<file path="src/rtl/lsu_align_pkg.sv">
package lsu_align_pkg;
  typedef enum logic [1:0] {
    SZ_BYTE = 2'd0,
    SZ_HALF = 2'd1,
    SZ_LONG = 2'd2,
    SZ_WIDE = 2'd3
  } acc_size_e;
endpackage

</file>
<file path="src/rtl/lsu_ea_gen.sv">
module lsu_ea_gen #(
  parameter int unsigned ADDR_W = 32,
  parameter int unsigned DISP_W = 16
) (
  input  logic [ADDR_W-1:0] base_i,
  input  logic [DISP_W-1:0] disp_imm_i,
  input  logic [ADDR_W-1:0] disp_reg_i,
  input  logic              disp_sel_i,
  output logic [ADDR_W-1:0] ea_o
);
  localparam int unsigned EXT_W = ADDR_W - DISP_W;

  logic [ADDR_W-1:0] imm_ext;
  logic [ADDR_W-1:0] disp;

  assign imm_ext = {{EXT_W{disp_imm_i[DISP_W-1]}}, disp_imm_i};
  assign disp    = disp_sel_i ? disp_reg_i : imm_ext;
  assign ea_o    = base_i + disp;
endmodule

</file>
<file path="src/rtl/lsu_lane_ctrl.sv">
module lsu_lane_ctrl
  import lsu_align_pkg::*;
#(
  parameter int unsigned DATA_W = 32,
  parameter int unsigned ADDR_W = 32
) (
  input  logic [ADDR_W-1:0]       ea_i,
  input  logic [1:0]              size_i,
  input  logic                    req_i,
  input  logic [DATA_W-1:0]       wdata_i,
  output logic [ADDR_W-$clog2(DATA_W/8)-1:0] word_addr_o,
  output logic [DATA_W/8-1:0]     be_o,
  output logic [DATA_W-1:0]       wdata_o,
  output logic                    misalign_o
);
  localparam int unsigned NB    = DATA_W / 8;
  localparam int unsigned OFF_W = $clog2(NB);

  logic [OFF_W-1:0] off;
  logic [OFF_W-1:0] low_mask;
  logic [OFF_W:0]   span;
  logic [NB-1:0]    be_raw;
  logic             mis;

  assign off         = ea_i[OFF_W-1:0];
  assign word_addr_o = ea_i[ADDR_W-1:OFF_W];

  // low_mask: address bits that must be zero for this size
  always_comb begin
    unique case (acc_size_e'(size_i))
      SZ_BYTE: span = (OFF_W+1)'(1);
      SZ_HALF: span = (OFF_W+1)'(2);
      default: span = (OFF_W+1)'(NB);
    endcase
    low_mask = OFF_W'(span - 1'b1);
  end

  assign mis        = req_i && ((off & low_mask) != '0);
  assign misalign_o = mis;
  assign be_o       = (req_i && !mis) ? be_raw : '0;

  for (genvar i = 0; i < NB; i++) begin : g_lane
    logic [OFF_W-1:0] src;
    logic [OFF_W+2:0] src_bit;
    assign be_raw[i] = ((OFF_W'(i) ^ off) & ~low_mask) == '0;
    assign src       = OFF_W'(i) & low_mask;
    assign src_bit   = {src, 3'b000};
    assign wdata_o[8*i +: 8] = wdata_i[src_bit +: 8];
  end
endmodule

</file>
<file path="src/rtl/lsu_load_ext.sv">
module lsu_load_ext
  import lsu_align_pkg::*;
#(
  parameter int unsigned DATA_W = 32
) (
  input  logic [DATA_W-1:0]          rd_data_i,
  input  logic [$clog2(DATA_W/8)-1:0] off_i,
  input  logic [1:0]                 size_i,
  input  logic                       signed_i,
  output logic [DATA_W-1:0]          ld_data_o
);
  localparam int unsigned OFF_W = $clog2(DATA_W / 8);

  logic [OFF_W+2:0]  sh;
  logic [DATA_W-1:0] shifted;
  logic              sb;

  assign sh      = {off_i, 3'b000};
  assign shifted = rd_data_i >> sh;

  always_comb begin
    sb = 1'b0;
    unique case (acc_size_e'(size_i))
      SZ_BYTE: begin
        sb        = signed_i & shifted[7];
        ld_data_o = {{(DATA_W-8){sb}}, shifted[7:0]};
      end
      SZ_HALF: begin
        sb        = signed_i & shifted[15];
        ld_data_o = {{(DATA_W-16){sb}}, shifted[15:0]};
      end
      default: ld_data_o = rd_data_i;
    endcase
  end
endmodule

</file>
<file path="src/rtl/lsu_align_unit.sv">
module lsu_align_unit
  import lsu_align_pkg::*;
#(
  parameter int unsigned DATA_W = 32,
  parameter int unsigned ADDR_W = 32,
  parameter int unsigned DISP_W = 16,
  localparam int unsigned NB    = DATA_W / 8,
  localparam int unsigned OFF_W = $clog2(NB)
) (
  input  logic                    clk_i,
  input  logic                    rst_ni,
  input  logic                    load_i,
  input  logic                    store_i,
  input  logic [ADDR_W-1:0]       base_i,
  input  logic [DISP_W-1:0]       disp_imm_i,
  input  logic [ADDR_W-1:0]       disp_reg_i,
  input  logic                    disp_sel_i,
  input  logic [1:0]              size_i,
  input  logic                    signed_i,
  input  logic [DATA_W-1:0]       wdata_i,
  input  logic [DATA_W-1:0]       rd_data_i,
  output logic [ADDR_W-OFF_W-1:0] word_addr_o,
  output logic [NB-1:0]           byte_en_o,
  output logic [DATA_W-1:0]       wdata_o,
  output logic [DATA_W-1:0]       ld_data_o,
  output logic                    ld_valid_o,
  output logic                    misalign_o
);
  logic [ADDR_W-1:0] ea;
  logic              req;
  logic              is_load;
  logic              mis;
  logic              pend_q;
  logic [OFF_W-1:0]  off_q;
  logic [1:0]        size_q;
  logic              sgn_q;
  logic [DATA_W-1:0] ext;

  assign req     = load_i | store_i;
  assign is_load = load_i & ~store_i;  // both strobes: store wins

  lsu_ea_gen #(.ADDR_W(ADDR_W), .DISP_W(DISP_W)) i_ea (
    .base_i     (base_i),
    .disp_imm_i (disp_imm_i),
    .disp_reg_i (disp_reg_i),
    .disp_sel_i (disp_sel_i),
    .ea_o       (ea)
  );

  lsu_lane_ctrl #(.DATA_W(DATA_W), .ADDR_W(ADDR_W)) i_lane (
    .ea_i        (ea),
    .size_i      (size_i),
    .req_i       (req),
    .wdata_i     (wdata_i),
    .word_addr_o (word_addr_o),
    .be_o        (byte_en_o),
    .wdata_o     (wdata_o),
    .misalign_o  (mis)
  );

  assign misalign_o = mis;

  // response-phase attributes held for the returning read word
  always_ff @(posedge clk_i or negedge rst_ni) begin
    if (!rst_ni) begin
      pend_q <= 1'b0;
      off_q  <= '0;
      size_q <= SZ_BYTE;
      sgn_q  <= 1'b0;
    end else begin
      pend_q <= is_load & ~mis;
      if (is_load && !mis) begin
        off_q  <= ea[OFF_W-1:0];
        size_q <= size_i;
        sgn_q  <= signed_i;
      end
    end
  end

  lsu_load_ext #(.DATA_W(DATA_W)) i_ext (
    .rd_data_i (rd_data_i),
    .off_i     (off_q),
    .size_i    (size_q),
    .signed_i  (sgn_q),
    .ld_data_o (ext)
  );

  assign ld_valid_o = pend_q;
  assign ld_data_o  = pend_q ? ext : '0;
endmodule

</file>
<file path="config.mk">
export PLATFORM = sky130hd
export DESIGN_NAME = lsu_align_unit
export DESIGN_NICKNAME = d
export VERILOG_FILES = /design/src/rtl/lsu_align_pkg.sv /design/src/rtl/lsu_ea_gen.sv /design/src/rtl/lsu_lane_ctrl.sv /design/src/rtl/lsu_load_ext.sv /design/src/rtl/lsu_align_unit.sv
export SDC_FILE = /design/constraint.sdc
export NUM_CORES = 1
export LEC_CHECK = 0
export BUFFER_PORTS_ARGS = -buffer_cell sky130_fd_sc_hd__buf_2
export CORE_MARGIN = 2
export CORE_UTILIZATION = 25
export DETAILED_ROUTE_END_ITERATION = 10
export HOLD_SLACK_MARGIN = 0.12
export PLACE_DENSITY_LB_ADDON = 0.05
export SKIP_CTS_REPAIR_TIMING = 1
export SYNTH_ARGS = -nofsm -noshare
export SYNTH_HDL_FRONTEND = slang
export SYNTH_SLANG_ARGS = --single-unit
</file>
<file path="constraint.sdc">
create_clock -name clk_i -period 5.4 [get_ports clk_i]
set_clock_uncertainty 0.05 [all_clocks]
set_input_delay 1.08 -clock clk_i [delete_from_list [all_inputs] [get_ports clk_i]]
set_output_delay 1.08 -clock clk_i [all_outputs]
set_load 0.03 [all_outputs]
</file>
## Word-level counts from Yosys, hierarchy flattened

Cells that the tools add are included.
W data, S select, Z words.

- Flip-flop bits (word level): 6
- Output and inout bits: 100
- Logic and storage cells: 44

- $add $sub $neg: 2
- Equal/unequal tests: 2
- Shift operators: 4
- Mux-type cells: 5
- Bitwise gates (word level): 16
- Reduce and logical (&&, ||, !) cells: 11

Operators by type and width:

| kind | count |
|---|---|
| $mux W32 | 2 |
| $pmux W32 S2 | 1 |
| $shiftx A32 B6 Y8 | 2 |
| $add A32 B32 Y32 | 1 |
| $shiftx A32 B5 Y8 | 1 |
| $shr A32 B5 Y16 | 1 |
| $logic_not A2 Y1 | 6 |
| $and A2 B2 Y2 | 5 |
| $and A1 B1 Y1 | 4 |
| $eq A2 B1 Y1 const B | 2 |
| $mux W4 | 1 |
| $not A1 Y1 | 4 |
| $not A2 Y2 | 2 |
| $pmux W2 S2 | 1 |
| $logic_and A1 B1 Y1 | 3 |
| $reduce_bool A2 Y1 | 1 |
| $sub A2 B1 Y2 const B | 1 |
| $logic_not A1 Y1 | 1 |
| $or A1 B1 Y1 | 1 |

## Depth between registers and ports, before layout

Gate-level depths: netlist (run 1).

- Word-level depth: 9
- Gate-level depth with buffers: 14
- Depth with buffers taken out: 10

## Cells and area by module

A second synthesis (run 1) with hierarchy kept.

- Cell total of the unflattened synthesis: 552
- Area, all modules: 4,106.4 sq um

By module, submodules not included:

| module | instances | cells each | area each (sq um) | sequential area each (sq um) |
|---|---|---|---|---|
| lsu_ea_gen | 1 | 295 | 2,157.1 | 0.0 |
| lsu_lane_ctrl | 1 | 97 | 769.5 | 0.0 |
| lsu_load_ext | 1 | 112 | 737.0 | 0.0 |
| lsu_align_unit | 1 | 48 | 442.9 | 150.1 |

## Worst setup path before layout (run 1)

OpenSTA, ideal clock, no wires.

- Path type: in2out
- From: in disp_sel_i
- To: out byte_en_o[2]
- Data arrival time: 3.742 ns
- Data required time: 4.270 ns
- Path slack: 0.528 ns
- Cell stages on the path: 8
- Cells stage by stage: clkbuf_1 > clkbuf_1 > mux2_2 > ha_1 > inv_1 > fa_1 > nor2b_1 > nor4_1

- Cells in the longest elaborated chain, start to end: 8
- Elaborated cells on any way between the ends: 11
- Classes of those cells: add/sub (1); mux (2); bitwise (3); reduce/logical (5)

Ends and longest elaborated chain:

| what | line | RTL |
|---|---|---|
| start: declaration | lsu_align_unit.sv:17 | `input logic disp_sel_i,` |
| $mux W32 * | lsu_ea_gen.sv:17 | `assign disp = disp_sel_i ? disp_reg_i : imm_ext;` |
| $add A32 B32 Y32 * | lsu_ea_gen.sv:18 | `assign ea_o = base_i + disp;` |
| $and A2 B2 Y2 | lsu_lane_ctrl.sv:38 | `assign mis = req_i && ((off & low_mask) != '0);` |
| $reduce_bool A2 Y1 | lsu_lane_ctrl.sv:38 |  |
| $logic_and A1 B1 Y1 | lsu_lane_ctrl.sv:38 |  |
| $logic_not A1 Y1 | lsu_lane_ctrl.sv:40 | `assign be_o = (req_i && !mis) ? be_raw : '0;` |
| $logic_and A1 B1 Y1 | lsu_lane_ctrl.sv:40 |  |
| $mux W4 * | lsu_lane_ctrl.sv:40 |  |
| end: declaration | lsu_align_unit.sv:23 | `output logic [NB-1:0] byte_en_o,` |

Mark *: on every way between the ends. The rest lies on a longest branch, timed or not.

## Worst setup path in the final report (run 1)

- From: in disp_sel_i
- To: out word_addr_o[28]

- Cells in the longest elaborated chain, start to end: 2

Ends and longest elaborated chain:

| what | line | RTL |
|---|---|---|
| $mux W32 | lsu_ea_gen.sv:17 |  |
| $add A32 B32 Y32 | lsu_ea_gen.sv:18 |  |
| end: declaration | lsu_align_unit.sv:22 | `output logic [ADDR_W-OFF_W-1:0] word_addr_o,` |

No other way between the ends.

==> results of run 1 <==
-- state kept, by name (all words and copies together), names as in the netlist --
register / cells
size_q: 2
off_q: 2
sgn_q: 1
ld_valid_o: 1
-- per-stage QoR --
| step | area, um2 | instances |
|---|---|---|
| floorplan | 3970 | 577 |
| global placement | 5090 | 975 |
| detailed placement | 5090 | 975 |
| CTS | 5160 | 978 |
| global route | 5160 | 978 |
| finish | 5160 | 979 |
-- report_power, final --
| group | internal [W] | switching [W] | leakage (nW) | total (W) |
|---|---|---|---|---|
| Clock | 0.0000953 | 0.0000278 | 0.0370 | 0.000123 |
| Combinational | 0.000327 | 0.000584 | 2.52 | 0.000911 |
| Sequential | 0.0000547 | 0.0000333 | 0.0752 | 0.0000880 |
| Total | 0.000477 | 0.000645 | 2.64 | 0.00112 |
-- cells in the final DEF, fill, tap and decap left out, drive strengths merged, types with 13 or more instances in the layout --
master	instances
mux2	43
mux2i	13
nor2	31
xnor2	18
a21oi	63
o21ai	41
nand2	89
inv	25
ha	31
buf	256
-- cells by family (layout without fill, tap and decap cells) --
| logic type | Yosys count | count (layout) | share of synthesized area, % |
|---|---|---|---|
| AO/OA/AOI/OAI | 169 | 169 | 28.0 |
| XOR/XNOR | 27 | 27 | 5.95 |
| adder cells (fa/ha/maj) | 32 | 32 | 10.3 |
| buffers and inverters | 99 | 284 | 13.7 |
| flip-flops | 6 | 6 | 3.78 |
| multiplexers | 56 | 56 | 15.5 |
| other | 0 | 1 | 0 |
| AND/OR/NAND/NOR | 188 | 188 | 22.8 |
-- final timing paths --
| kind | to | slack [ns] |
|---|---|---|
| max reg2reg | off_q[1] | 4.32 |
| max | word_addr_o[28] | 0.41 |
| min reg2reg | sgn_q | 0.46 |
| min | sgn_q | 0.46 |
| max in group asynchronous | size_q[1] | 4.53 |
| min in group asynchronous | ld_valid_o | 0.62 |
-- critical path: stages --
cell and delay [ns]:
buf_2 0.12, buf_4 0.24, mux2_2 0.36, ha_1 0.44, nand2_1 0.15, nor4_1 0.45
o211ai_1 0.20, nand3_1 0.27, o21ai_1 0.13, xnor2_1 0.17, buf_2 0.23
-- layer usage --
metal	routed length [um]	part of all wire (%)	GRT usage [%]
met2	7240	50	30.5
met3	876	6.0	2.21
met4	159	1.1	2.21
met5	13	0.089	0
met1	6310	43	18.4
-- final cells by class --
cell class,count,area [um2]
fillers,1760,10500
diodes,1,2.50
clock buffers,3,75.1
repair buffers,256,1290
multi-input cells,472,3280
flip-flops and latches,6,150
well taps,216,270
inverters,25,93.8
==> metrics.txt, run 1 <==
status completed; HPWL after DPL 12,300 um; fin crit share 92.4%; initial antenna violation count 2; Period minus WS final 4.99 ns; Ports 252; GR Overflow Total 0; worst endpoint required time 4.27 ns; routed via count 4,773; ratio of cells with drive above 1 in the final layout 42.9%; Crit Path Max Fanout 14; Synth area leader mux2_2; Worst Max-Slew Pin Slew 0.863 ns; worst r2r path cells 2; CTS tree built; LEAKAGE 2.64 nW; Sink Count 6; highest clock rate 200 MHz; DR pass1 iterations 4; Core ar. 0.0157 mm2; post-route setup slack 0.409 ns; PD cells 217 mW/mm2; Routed wire per std cell 14.9 um; Finished Core Util 32.9%; H-Tree Depth 1; Port Buffers 251; critical path endpoint category primary output; Clock Path Buffers 2; Syn-to-layout area delta 30.0%; Synth Register Bits 6; initial core utilization 25.3%; max_cap viols 0; Post-Syn Nets 761; asr flop ratio synth 100%; worst hold path depth 2; Worst EP arrival 3.86 ns; Yosys top cell area share 11.9%; DRT antenna net count 0; synth warn 0; Post-Syn Area 0.00397 mm2; Netlist cell types 70; clk slew on worst S/H paths 0.04 ns; pre-CTS setup slack 0.362 ns; # DRC 0; Die Span Y 130 um; Critical path origin disp_sel_i; first-pass GRT wire length 21,800 um; top-count cell post-synth nand2_1; Routed WL 14,600 um; RR Startpoint off_q[1]; Fin. Hold Viols 0; Synth top cells by count nand2_1 (88), a21oi_1 (59), mux2_2 (42); vias in the first global route 4,524; width of the die 130 um; Mean Syn Cell Area 6.88 um2; drt via density 4.88; post-synthesis sequential area ratio 3.78%; Main synth FF type dfrtp_1; HP Start sgn_q; Setup-failing EPs final 0; Skew-Pair Late Insertion Delay 0.23 ns; 1st-iter DRT viols 188; nets 948; Setup TNS 0 ns; clk root buf clkbuf_16; peak supply drop 0.000103 V; row count 46; HP Class reg2reg; largest net degree at the start of global routing 44; synthesized instance count 577; Synth area leaders mux2_2 (12%), ha_1 (9.8%), nand2_1 (8.3%); GRT Util Overall 15.7%; total power draw 0.00112 W; RSZ-0062 raised after global routing false; total CTS buffers 3; Rel. slew slack 42.3%; Slew Limit Fails 0; full die area 0.0169 mm2; number of synthesized flops with an enable pin 0; crit path kind in2out; GP Congestion 0.790; worst hold slack 0.461 ns; kind of start point of the critical path input port
Note: power is estimated with default switching activity, not from simulation.
==> inputs of run 2 (changes only) <==
- SYNTH_HIERARCHICAL: not set -> 1
==> metrics.txt, run 2 <==
status completed; total CTS buffers 3; pre-CTS setup slack 0.202 ns; vias in the first global route 4,498; GP Congestion 0.787; drt via density 4.72; fin crit share 95.2%; # fillers 1,823; Synth top cells by count nand2_1 (94), buf_4 (39), mux2_2 (37); max_cap viols 0; PD cells 235 mW/mm2; Mean Syn Cell Area 7.44 um2; dpl cells 949; HPWL after DPL 12,000 um; Routed WL 14,400 um; Netlist cell types 74; Skew-Pair Late Insertion Delay 0.23 ns; row count 46; H-Tree Depth 1; clk root buf clkbuf_16; most frequent cells in the layout buf_2 (251), nand2_1 (94), mux2_2 (37); Crit Path Max Fanout 11; Worst Max-Slew Pin Slew 0.767 ns; kind of start point of the critical path input port; Non-Filler Instances 952; Clock Path Buffers 2; synth warn 6; 1st-iter DRT viols 168; grt met2 use 28.7%; total power draw 0.00123 W; top-count cell post-synth nand2_1; Synth area leaders mux2_2 (10%), ha_1 (9.4%), nand2_1 (8.6%); Synth area leader mux2_2; Die Span Y 132 um; initial antenna violation count 0; Yosys top cell area share 10.1%; first-pass GRT wire length 23,000 um; worst r2r path cells 1; asr flop ratio synth 100%; Routed wire per std cell 15.1 um; nets 922; crit path kind in2out; HP Start sgn_q; ratio of cells with drive above 1 in the final layout 44.7%; peak supply drop 0.0000963 V; # DRC 0; worst hold path depth 1; Largest regs off_q x2, size_q x2; synthesized instance count 552; DR pass1 iterations 4; post-synthesis sequential area ratio 3.66%; Core ar. 0.0159 mm2; leading cell type in the layout, fill and taps excluded buf_2; Setup-failing EPs final 0; RR Startpoint off_q[1]; Ports 252; Setup TNS 0 ns; LEAKAGE 2.78 nW; Slew Limit Fails 0; grt peak-use layer met2; number of synthesized flops with an enable pin 0; clk slew on worst S/H paths 0.03 ns; CTS tree built; highest clock rate 194 MHz; # diodes 0; Main synth FF type dfrtp_1; critical path endpoint category primary output; grt met1 use 19.9%; initial core utilization 25.8%; RSZ-0062 raised after global routing false; register area 150 um2; width of the die 132 um; worst endpoint required time 4.27 ns; DRT antenna net count 0; largest net degree at the start of global routing 36; HP Class reg2reg; routed via count 4,497; Syn-to-layout area delta 28.1%; Port Buffers 251; Worst EP arrival 4.01 ns; multi-input logic area 0.00342 mm2; Period minus WS final 5.14 ns; Rel. slew slack 48.9%; Fin. Hold Viols 0; hold path endpoint sgn_q; Post-Syn Area 0.00411 mm2; Synth Register Bits 6; Post-Syn Nets 736; full die area 0.0175 mm2; reg2reg end off_q[1]; Sink Count 6; GRT Util Overall 15.7%; GR Overflow Total 0; r2r setup slk 4.18 ns; post-route setup slack 0.258 ns; met3 usage 2.11%
-- run 2: changes by cell type after synthesis, moves of 10 or more --
cell | before | now
inv_1 | 25 | 9
a21oi_1 | 59 | 26
clkbuf_1 | 14 | 25
a21o_1 | 7 | 18
buf_2 | 14 | 4
o21ai_0 | 36 | 24
and2_1 | 4 | 33
nor2_1 | 31 | 6
-- run 2: how the worst max path moves through the flow --
stage               depth (start not counted)  startpoint              end  slack, ns
global placement                           12  disp_sel_i  word_addr_o[24]       0.23
finish                                     12  disp_sel_i  word_addr_o[24]       0.26
global route                               12  disp_sel_i  word_addr_o[24]       0.03
CTS                                        12  disp_sel_i  word_addr_o[24]       0.19
floorplan                                  13  disp_sel_i  word_addr_o[24]       0.38
detailed placement                         12  disp_sel_i  word_addr_o[24]       0.20
-- run 2: cell families after synthesis --
kind of cell	after synthesis	share of synthesized area, %
simple gates	185	23.8
compound gates	158	28.4
buf+inv	86	13.0
mux	54	14.6
fa+ha+maj	32	9.93
xor+xnor	31	6.61
flops	6	3.66
-- run 2: critical path, stage by stage --
cell	delay, ns
buf_2	0.27
mux2_2	0.38
ha_1	0.23
fa_1	0.40
a21oi_1	0.25
o22ai_2	0.14
o2111ai_2	0.22
a21oi_2	0.10
nor4_2	0.42
o31ai_2	0.14
xor2_1	0.14
buf_2	0.22
-- run 2: power by group --
| group | switching (W) | internal, W |
|---|---|---|
| Sequential | 0.0000491 | 0.0000559 |
| Combinational | 0.000624 | 0.000386 |
| Clock | 0.0000246 | 0.0000950 |
-- run 2: area by class of cell --
| class | instances | share of cell area (%) |
|---|---|---|
| timing repair buffer | 257 | 24.8 |
| clock buffer | 3 | 1.43 |
| multi-input combinational | 460 | 65.1 |
| sequential | 6 | 2.85 |
| inverter | 10 | 0.714 |
| tap | 216 | 5.14 |
-- run 2: per-stage QoR --
stage	cell area (um2)	util (%)	hold WS [ns]
CTS	5260	33.0	0.535
global placement	5180	32.5	0.517
detailed placement	5180	32.5	0.522
global route	5260	33.0	0.547
floorplan	4110	-	0.429
finish	5260	33.0	0.533
-- run 2: routing by layer --
layer | routed length [um] | part of all wire [%]
met5 | 0 | 0
met4 | 97 | 0.67
met3 | 750 | 5.2
met2 | 7130 | 50
met1 | 6410 | 45
